$ cat src/rtl/cop_pkg.sv
package cop_pkg;

  typedef enum logic [2:0] {
    OP_TOUCH    = 3'd0,
    OP_TOUCH_ST = 3'd1,
    OP_ZERO     = 3'd2,
    OP_STORE    = 3'd3,
    OP_FLUSH    = 3'd4,
    OP_ALLOC    = 3'd5,
    OP_INVAL    = 3'd6,
    OP_IINVAL   = 3'd7
  } opCodeT;

  typedef enum logic [2:0] {
    BK_READ     = 3'd0,
    BK_READ_MOD = 3'd1,
    BK_STORE    = 3'd2,
    BK_FLUSH    = 3'd3,
    BK_INVAL    = 3'd4,
    BK_IINVAL   = 3'd5
  } busKindT;

  typedef enum logic [2:0] {
    S_IDLE,
    S_XLAT,
    S_L1,
    S_L2,
    S_BUS,
    S_DONE
  } seqStateT;

  typedef struct packed {
    logic capture;
    logic markNoop;
    logic xlatOn;
    logic l1On;
    logic l2On;
    logic busOn;
    logic doneOn;
  } seqStrobeT;

  function automatic logic isTouchOp(input logic [2:0] op);
    return (op == OP_TOUCH) || (op == OP_TOUCH_ST);
  endfunction

  function automatic logic isCoherentBcast(input logic [2:0] op);
    return (op == OP_STORE) || (op == OP_FLUSH) || (op == OP_INVAL);
  endfunction

  function automatic busKindT kindOf(input logic [2:0] op);
    case (op)
      OP_TOUCH_ST: return BK_READ_MOD;
      OP_STORE:    return BK_STORE;
      OP_FLUSH:    return BK_FLUSH;
      OP_INVAL:    return BK_INVAL;
      OP_IINVAL:   return BK_IINVAL;
      default:     return BK_READ;
    endcase
  endfunction

endpackage

$ cat src/rtl/cacheOpCtrl.sv
module cacheOpCtrl
  import cop_pkg::*;
(
  input  logic       clk,
  input  logic       rst,
  input  logic       reqValid,
  input  logic [2:0] reqOp,
  input  logic       reqDirect,
  input  logic       reqCoherent,
  input  logic       cfgNoTouch,
  input  logic       cacheLocked,
  input  logic       xlatDone,
  input  logic       xlatValid,
  input  logic       xlatLoadOk,
  input  logic       xlatInhibit,
  input  logic       l1Done,
  input  logic       l1Hit,
  input  logic       l2Done,
  input  logic       l2Hit,
  input  logic       busGrant,
  output logic       reqReady,
  output seqStrobeT  strobes
);

  seqStateT state, stateNext;
  logic     xlatFault;

  assign xlatFault = !xlatValid || !xlatLoadOk || xlatInhibit || cacheLocked;

  always_ff @(posedge clk) begin
    if (rst) state <= S_IDLE;
    else     state <= stateNext;
  end

  always_comb begin
    stateNext        = state;
    strobes          = '0;
    strobes.xlatOn   = (state == S_XLAT);
    strobes.l1On     = (state == S_L1);
    strobes.l2On     = (state == S_L2);
    strobes.busOn    = (state == S_BUS);
    strobes.doneOn   = (state == S_DONE);
    case (state)
      S_IDLE: begin
        if (reqValid) begin
          strobes.capture = 1'b1;
          if (reqDirect) begin
            strobes.markNoop = 1'b1;
            stateNext        = S_DONE;
          end else if (isTouchOp(reqOp)) begin
            if (cfgNoTouch) begin
              strobes.markNoop = 1'b1;
              stateNext        = S_DONE;
            end else begin
              stateNext = S_XLAT;
            end
          end else if ((reqOp == OP_IINVAL) ||
                       (isCoherentBcast(reqOp) && reqCoherent)) begin
            stateNext = S_BUS;
          end else begin
            stateNext = S_DONE;
          end
        end
      end
      S_XLAT: begin
        if (xlatDone) begin
          if (xlatFault) begin
            strobes.markNoop = 1'b1;
            stateNext        = S_DONE;
          end else begin
            stateNext = S_L1;
          end
        end
      end
      S_L1: begin
        if (l1Done) stateNext = l1Hit ? S_DONE : S_L2;
      end
      S_L2: begin
        if (l2Done) stateNext = l2Hit ? S_DONE : S_BUS;
      end
      S_BUS: begin
        if (busGrant) stateNext = S_DONE;
      end
      S_DONE:  stateNext = S_IDLE;
      default: stateNext = S_IDLE;
    endcase
  end

  assign reqReady = (state == S_IDLE);

endmodule

$ cat src/rtl/cacheOpPath.sv
module cacheOpPath
  import cop_pkg::*;
#(
  parameter int AW        = 32,
  parameter int LINE_BITS = 5
) (
  input  logic          clk,
  input  logic          rst,
  input  seqStrobeT     strobes,
  input  logic [2:0]    reqOp,
  input  logic [AW-1:0] reqAddr,
  output logic          xlatReq,
  output logic [AW-1:0] xlatAddr,
  output logic          l1Req,
  output logic [AW-1:0] l1Addr,
  output logic          l2Req,
  output logic [AW-1:0] l2Addr,
  output logic          busReq,
  output logic [2:0]    busKind,
  output logic [AW-1:0] busAddr,
  output logic          doneValid,
  output logic          doneNoop,
  input  logic          snoopValid,
  input  logic          snoopGlobal,
  input  logic [2:0]    snoopOp,
  input  logic [AW-1:0] snoopAddr,
  output logic          snoopAct,
  output logic [2:0]    snoopActOp,
  output logic [AW-1:0] snoopActAddr
);

  localparam logic [AW-1:0] LINE_MASK = {AW{1'b1}} << LINE_BITS;

  logic [2:0]    opReg;
  logic [AW-1:0] addrReg;
  logic          noopReg;
  logic [AW-1:0] lineAddr;

  always_ff @(posedge clk) begin
    if (rst) begin
      opReg   <= '0;
      addrReg <= '0;
      noopReg <= 1'b0;
    end else if (strobes.capture) begin
      opReg   <= reqOp;
      addrReg <= reqAddr;
      noopReg <= strobes.markNoop;
    end else if (strobes.markNoop) begin
      noopReg <= 1'b1;
    end
  end

  always_ff @(posedge clk) begin
    if (rst) begin
      snoopAct     <= 1'b0;
      snoopActOp   <= '0;
      snoopActAddr <= '0;
    end else begin
      snoopAct <= snoopValid && snoopGlobal;
      if (snoopValid && snoopGlobal) begin
        snoopActOp   <= snoopOp;
        snoopActAddr <= snoopAddr;
      end
    end
  end

  assign lineAddr  = addrReg & LINE_MASK;
  assign xlatReq   = strobes.xlatOn;
  assign xlatAddr  = addrReg;
  assign l1Req     = strobes.l1On;
  assign l1Addr    = lineAddr;
  assign l2Req     = strobes.l2On;
  assign l2Addr    = lineAddr;
  assign busReq    = strobes.busOn;
  assign busKind   = kindOf(opReg);
  assign busAddr   = lineAddr;
  assign doneValid = strobes.doneOn;
  assign doneNoop  = strobes.doneOn && noopReg;

endmodule

$ cat src/rtl/cacheOpSeq.sv
module cacheOpSeq
  import cop_pkg::*;
#(
  parameter int AW        = 32,
  parameter int LINE_BITS = 5
) (
  input  logic          clk,
  input  logic          rst,
  input  logic          reqValid,
  output logic          reqReady,
  input  logic [2:0]    reqOp,
  input  logic [AW-1:0] reqAddr,
  input  logic          reqDirect,
  input  logic          reqCoherent,
  input  logic          cfgNoTouch,
  input  logic          cacheLocked,
  output logic          xlatReq,
  output logic [AW-1:0] xlatAddr,
  input  logic          xlatDone,
  input  logic          xlatValid,
  input  logic          xlatLoadOk,
  input  logic          xlatInhibit,
  output logic          l1Req,
  output logic [AW-1:0] l1Addr,
  input  logic          l1Done,
  input  logic          l1Hit,
  output logic          l2Req,
  output logic [AW-1:0] l2Addr,
  input  logic          l2Done,
  input  logic          l2Hit,
  output logic          busReq,
  output logic [2:0]    busKind,
  output logic [AW-1:0] busAddr,
  input  logic          busGrant,
  output logic          doneValid,
  output logic          doneNoop,
  input  logic          snoopValid,
  input  logic          snoopGlobal,
  input  logic [2:0]    snoopOp,
  input  logic [AW-1:0] snoopAddr,
  output logic          snoopAct,
  output logic [2:0]    snoopActOp,
  output logic [AW-1:0] snoopActAddr
);

  seqStrobeT strobes;

  cacheOpCtrl u_ctrl (
    .clk(clk), .rst(rst), .reqValid(reqValid), .reqOp(reqOp),
    .reqDirect(reqDirect), .reqCoherent(reqCoherent),
    .cfgNoTouch(cfgNoTouch), .cacheLocked(cacheLocked),
    .xlatDone(xlatDone), .xlatValid(xlatValid), .xlatLoadOk(xlatLoadOk),
    .xlatInhibit(xlatInhibit), .l1Done(l1Done), .l1Hit(l1Hit),
    .l2Done(l2Done), .l2Hit(l2Hit), .busGrant(busGrant),
    .reqReady(reqReady), .strobes(strobes)
  );

  cacheOpPath #(.AW(AW), .LINE_BITS(LINE_BITS)) u_path (
    .clk(clk), .rst(rst), .strobes(strobes), .reqOp(reqOp), .reqAddr(reqAddr),
    .xlatReq(xlatReq), .xlatAddr(xlatAddr), .l1Req(l1Req), .l1Addr(l1Addr),
    .l2Req(l2Req), .l2Addr(l2Addr), .busReq(busReq), .busKind(busKind),
    .busAddr(busAddr), .doneValid(doneValid), .doneNoop(doneNoop),
    .snoopValid(snoopValid), .snoopGlobal(snoopGlobal), .snoopOp(snoopOp),
    .snoopAddr(snoopAddr), .snoopAct(snoopAct), .snoopActOp(snoopActOp),
    .snoopActAddr(snoopActAddr)
  );

endmodule

$ cat config.mk
export PLATFORM = sky130hd
export DESIGN_NAME = cacheOpSeq
export DESIGN_NICKNAME = d
export VERILOG_FILES = /design/src/rtl/cop_pkg.sv /design/src/rtl/cacheOpCtrl.sv /design/src/rtl/cacheOpPath.sv /design/src/rtl/cacheOpSeq.sv
export SDC_FILE = /design/constraint.sdc
export NUM_CORES = 1
export LEC_CHECK = 0
export ABC_CLOCK_PERIOD_IN_PS = 3270
export BUFFER_PORTS_ARGS = -buffer_cell sky130_fd_sc_hd__buf_2
export CAP_MARGIN = 10
export CORE_AREA = 2 2 100 102
export DETAILED_ROUTE_END_ITERATION = 6
export DIE_AREA = 0 0 102 104
export PLACE_DENSITY = 0.78
export REMOVE_ABC_BUFFERS = 1
export SYNTH_ARGS = -nofsm -noshare
export SYNTH_HDL_FRONTEND = slang
export SYNTH_SLANG_ARGS = --single-unit
export TNS_END_PERCENT = 1
$ cat constraint.sdc
create_clock -name clk -period 3.27 [get_ports clk]
set_input_delay 0.654 -clock clk [delete_from_list [all_inputs] [get_ports clk]]
set_output_delay 0.654 -clock clk [all_outputs]
set_load 0.005 [all_outputs]
==> flow_summary.ini <==
[clock_network]
clock_latency_ns = 0.34
cts_tree = built
cts.reportedPaths.clkPinSlew_ns = 0.08
cts_resized = 0
root_buffer = clkbuf_8
cts_buffer_depth = 2
cts-htree-levels = 3
cts_made_buffers = 9
cts.sinks = 75
cts_hold_buf = 0
postCtsSetupRepairBufs = 0

[placement]
hpwl_um = 7000
io_buffer_count = 246
placedCellCount = 733
routabilityCongestion = 0.848

[synthesis]
syn_area_per_cell_um2 = 8.16
syn_inst = 460
ys_ff_latch = 75
synth_area_um2 = 3750
yosysSeqAreaShare_pct = 40.0
yosysWarningCount = 0
synth_edf_count = 0
async_reset_ff_share_pct = 0
yosys.cell_types.count = 37
ys.flop_type = dfxtp_1

[drt]
vias = 3384
wirelength_um = 9540
post_drt_wl_per_cell_um = 12.7
dr.pass1.iters = 4
drc = 0
drt-initial-drc-count = 81
via_per_inst = 4.52
postRouteAntennaNets = 0

[global_route]
grt_max_degree = 61
use_met1_pct = 19.6
grt_pass1_wl_um = 14400
track_usage_pct = 16.8
grtUsageMet3_pct = 4.50
grt_use_met2_pct = 29.3
busiest_layer = met2
first_global_vias = 3061
overflow = 0
antenna_found_initial = 0

[sta]
timing.final.crit_share_pct = 68.1
grt_setup_unrepaired = no
fin_tns_setup_ns = 0
drv_slew = 0
max_slew_margin_pct = 21.3
fin_crit_ns = 2.23
max_freq_ghz = 0.449
finalSetupViolCount = 0
final_hold_viol_count = 0
finClkSkew_ns = 0.0122
max_slew.worst_pin.slew_ns = 1.18

[status]
outcome = finished clean

[layout]
area_growth_syn_to_layout_pct = 21.3
fillCellCount = 967
layout.cells.non_filler = 749
final_common_cell = buf_2
seqCellArea_um2 = 1500
nets = 699
antenna_cells = 0
multi_input_area_um2 = 1420
layout_common_cells = buf_2, nand2_1, dfxtp_1, a21oi_1, a21oi_2
drive_above_1_share_pct = 50.5

[min_path]
min_path_type = flip-flop to flip-flop
min_to = u_path.snoopActAddr[2]$_SDFFE_PP0P_
holdCritStartpoint = u_path.snoopActAddr[2]$_SDFFE_PP0P_
whs_path_depth = 2

[die]
core_um2 = 9550
dieWidth_um = 102
rows = 36
start_util_pct = 39.3
die-area_um2 = 10600
fp.dieH_um = 104
ios = 262

[critical_path]
crit_family = flip-flops
crit_required_ns = 2.62
critical-path-max-stage-delay_ns = 0.51
crit_buf_inv = 2
crit_fanout = 7
reg2reg_slack_ns = 1.53
path_class = flip-flop to output pin
critical_path.endpoint_type = output pin
r2r-start = u_ctrl.state[1]$_SDFFE_PP0P_
startpoint_type = flip-flop
cp_slowest_cell = dfxtp_1
rr_worst_depth = 4
worstReg2RegEnd = u_path.xlatAddr[16]$_SDFFE_PP0P_
crit_chain = inv_1 -> nor3b_1 -> and2_1 -> buf_2
cp_data_arrival_time_ns = 1.57

[power_and_ir_drop]
ir_drop_uv = 278
finalPower_mw = 2.32
leakagePower_nw = 2.33
p_per_area_nw_per_um2 = 509

[run]
maxCapViolations = 0
-- Yosys cell counts (3+ instances only) --
library cell,count,area [um2]
nand3_1,3,15.0
nand2_2,13,81.3
buf_1,4,15.0
a21oi_1,41,205
clkbuf_1,9,33.8
a21oi_2,30,263
buf_2,7,35.0
dfxtp_1,75,1500
nand2b_1,3,18.8
nor2_1,4,15.0
nor3b_1,3,22.5
nand2_1,134,503
inv_1,3,11.3
o21ai_0,5,25.0
buf_4,97,728
and2_1,3,18.8
-- report_power, final --
| part | total (mW) | internal [mW] | switching [mW] |
|---|---|---|---|
| Clock | 0.743 | 0.413 | 0.330 |
| Sequential | 1.06 | 0.985 | 0.0765 |
| Combinational | 0.514 | 0.236 | 0.278 |
-- routing by layer --
| metal | routed length [um] | up-vias | share of wire [%] |
|---|---|---|---|
| li1 | - | 1672 | - |
| met1 | 4060 | 1531 | 43 |
| met2 | 4550 | 169 | 48 |
| met3 | 771 | 12 | 8.1 |
| met4 | 166 | 0 | 1.7 |
| met5 | 0 | - | 0 |
-- flip-flops by register name (all words and copies together), names as in the netlist --
register             count
u_path.snoopActAddr     32
u_ctrl.state             3
u_path.snoopActOp        3
u_path.opReg             3
u_path.snoopAct          1
u_path.xlatAddr         32
u_path.noopReg           1
-- logic make-up after synthesis --
family,count (synthesis),synth area share (%)
AND/OR/NAND/NOR,172,20.1
buffers and inverters,124,23.6
multiplexers,4,1.43
AO/OA/AOI/OAI,84,14.9
flip-flops,75,40.0
other,1,0.0999
-- per-stage QoR --
stage / worst slack [ns] / area [um2] / hold WS [ns] / util, %
6_report: 1.04 / 4550 / 0.453 / 47.7
5_1_grt: 0.893 / 4550 / 0.466 / 47.7
3_3_place_gp: 1.31 / 4340 / 0.438 / 45.5
4_1_cts: 1.03 / 4550 / 0.455 / 47.7
3_5_place_dp: 1.21 / 4340 / 0.445 / 45.5
2_1_floorplan: 1.60 / 2930 / 0.440 / -
-- worst min-delay path: stages (launching register included) --
cell     delay [ns]
dfxtp_1        0.31
nand2_1        0.05
a21oi_1        0.05
-- cell type report --
type | count | area share (%)
clock inverters | 4 | 1.04
multi-input cells | 275 | 31.2
well taps | 133 | 3.65
flip-flops and latches | 75 | 33.0
repair buffers | 247 | 27.3
clock buffers | 12 | 3.63
inverters | 3 | 0.247
-- worst max-delay path by stage --
stage	start	slack [ns]	to	depth (start not counted)
after floorplan	u_ctrl.state[0]$_SDFFE_PP0P_	1.60	doneNoop	2
after global placement	snoopValid	1.31	u_path.snoopActAddr[8]$_SDFFE_PP0P_	4
after detailed placement	snoopValid	1.21	u_path.snoopActAddr[11]$_SDFFE_PP0P_	4
after CTS	u_ctrl.state[2]$_SDFFE_PP0P_	1.03	doneNoop	4
after global routing	u_ctrl.state[2]$_SDFFE_PP0P_	0.89	doneNoop	4
final	u_ctrl.state[2]$_SDFFE_PP0P_	1.04	doneNoop	4
Power figures use the tool's default switching activity.
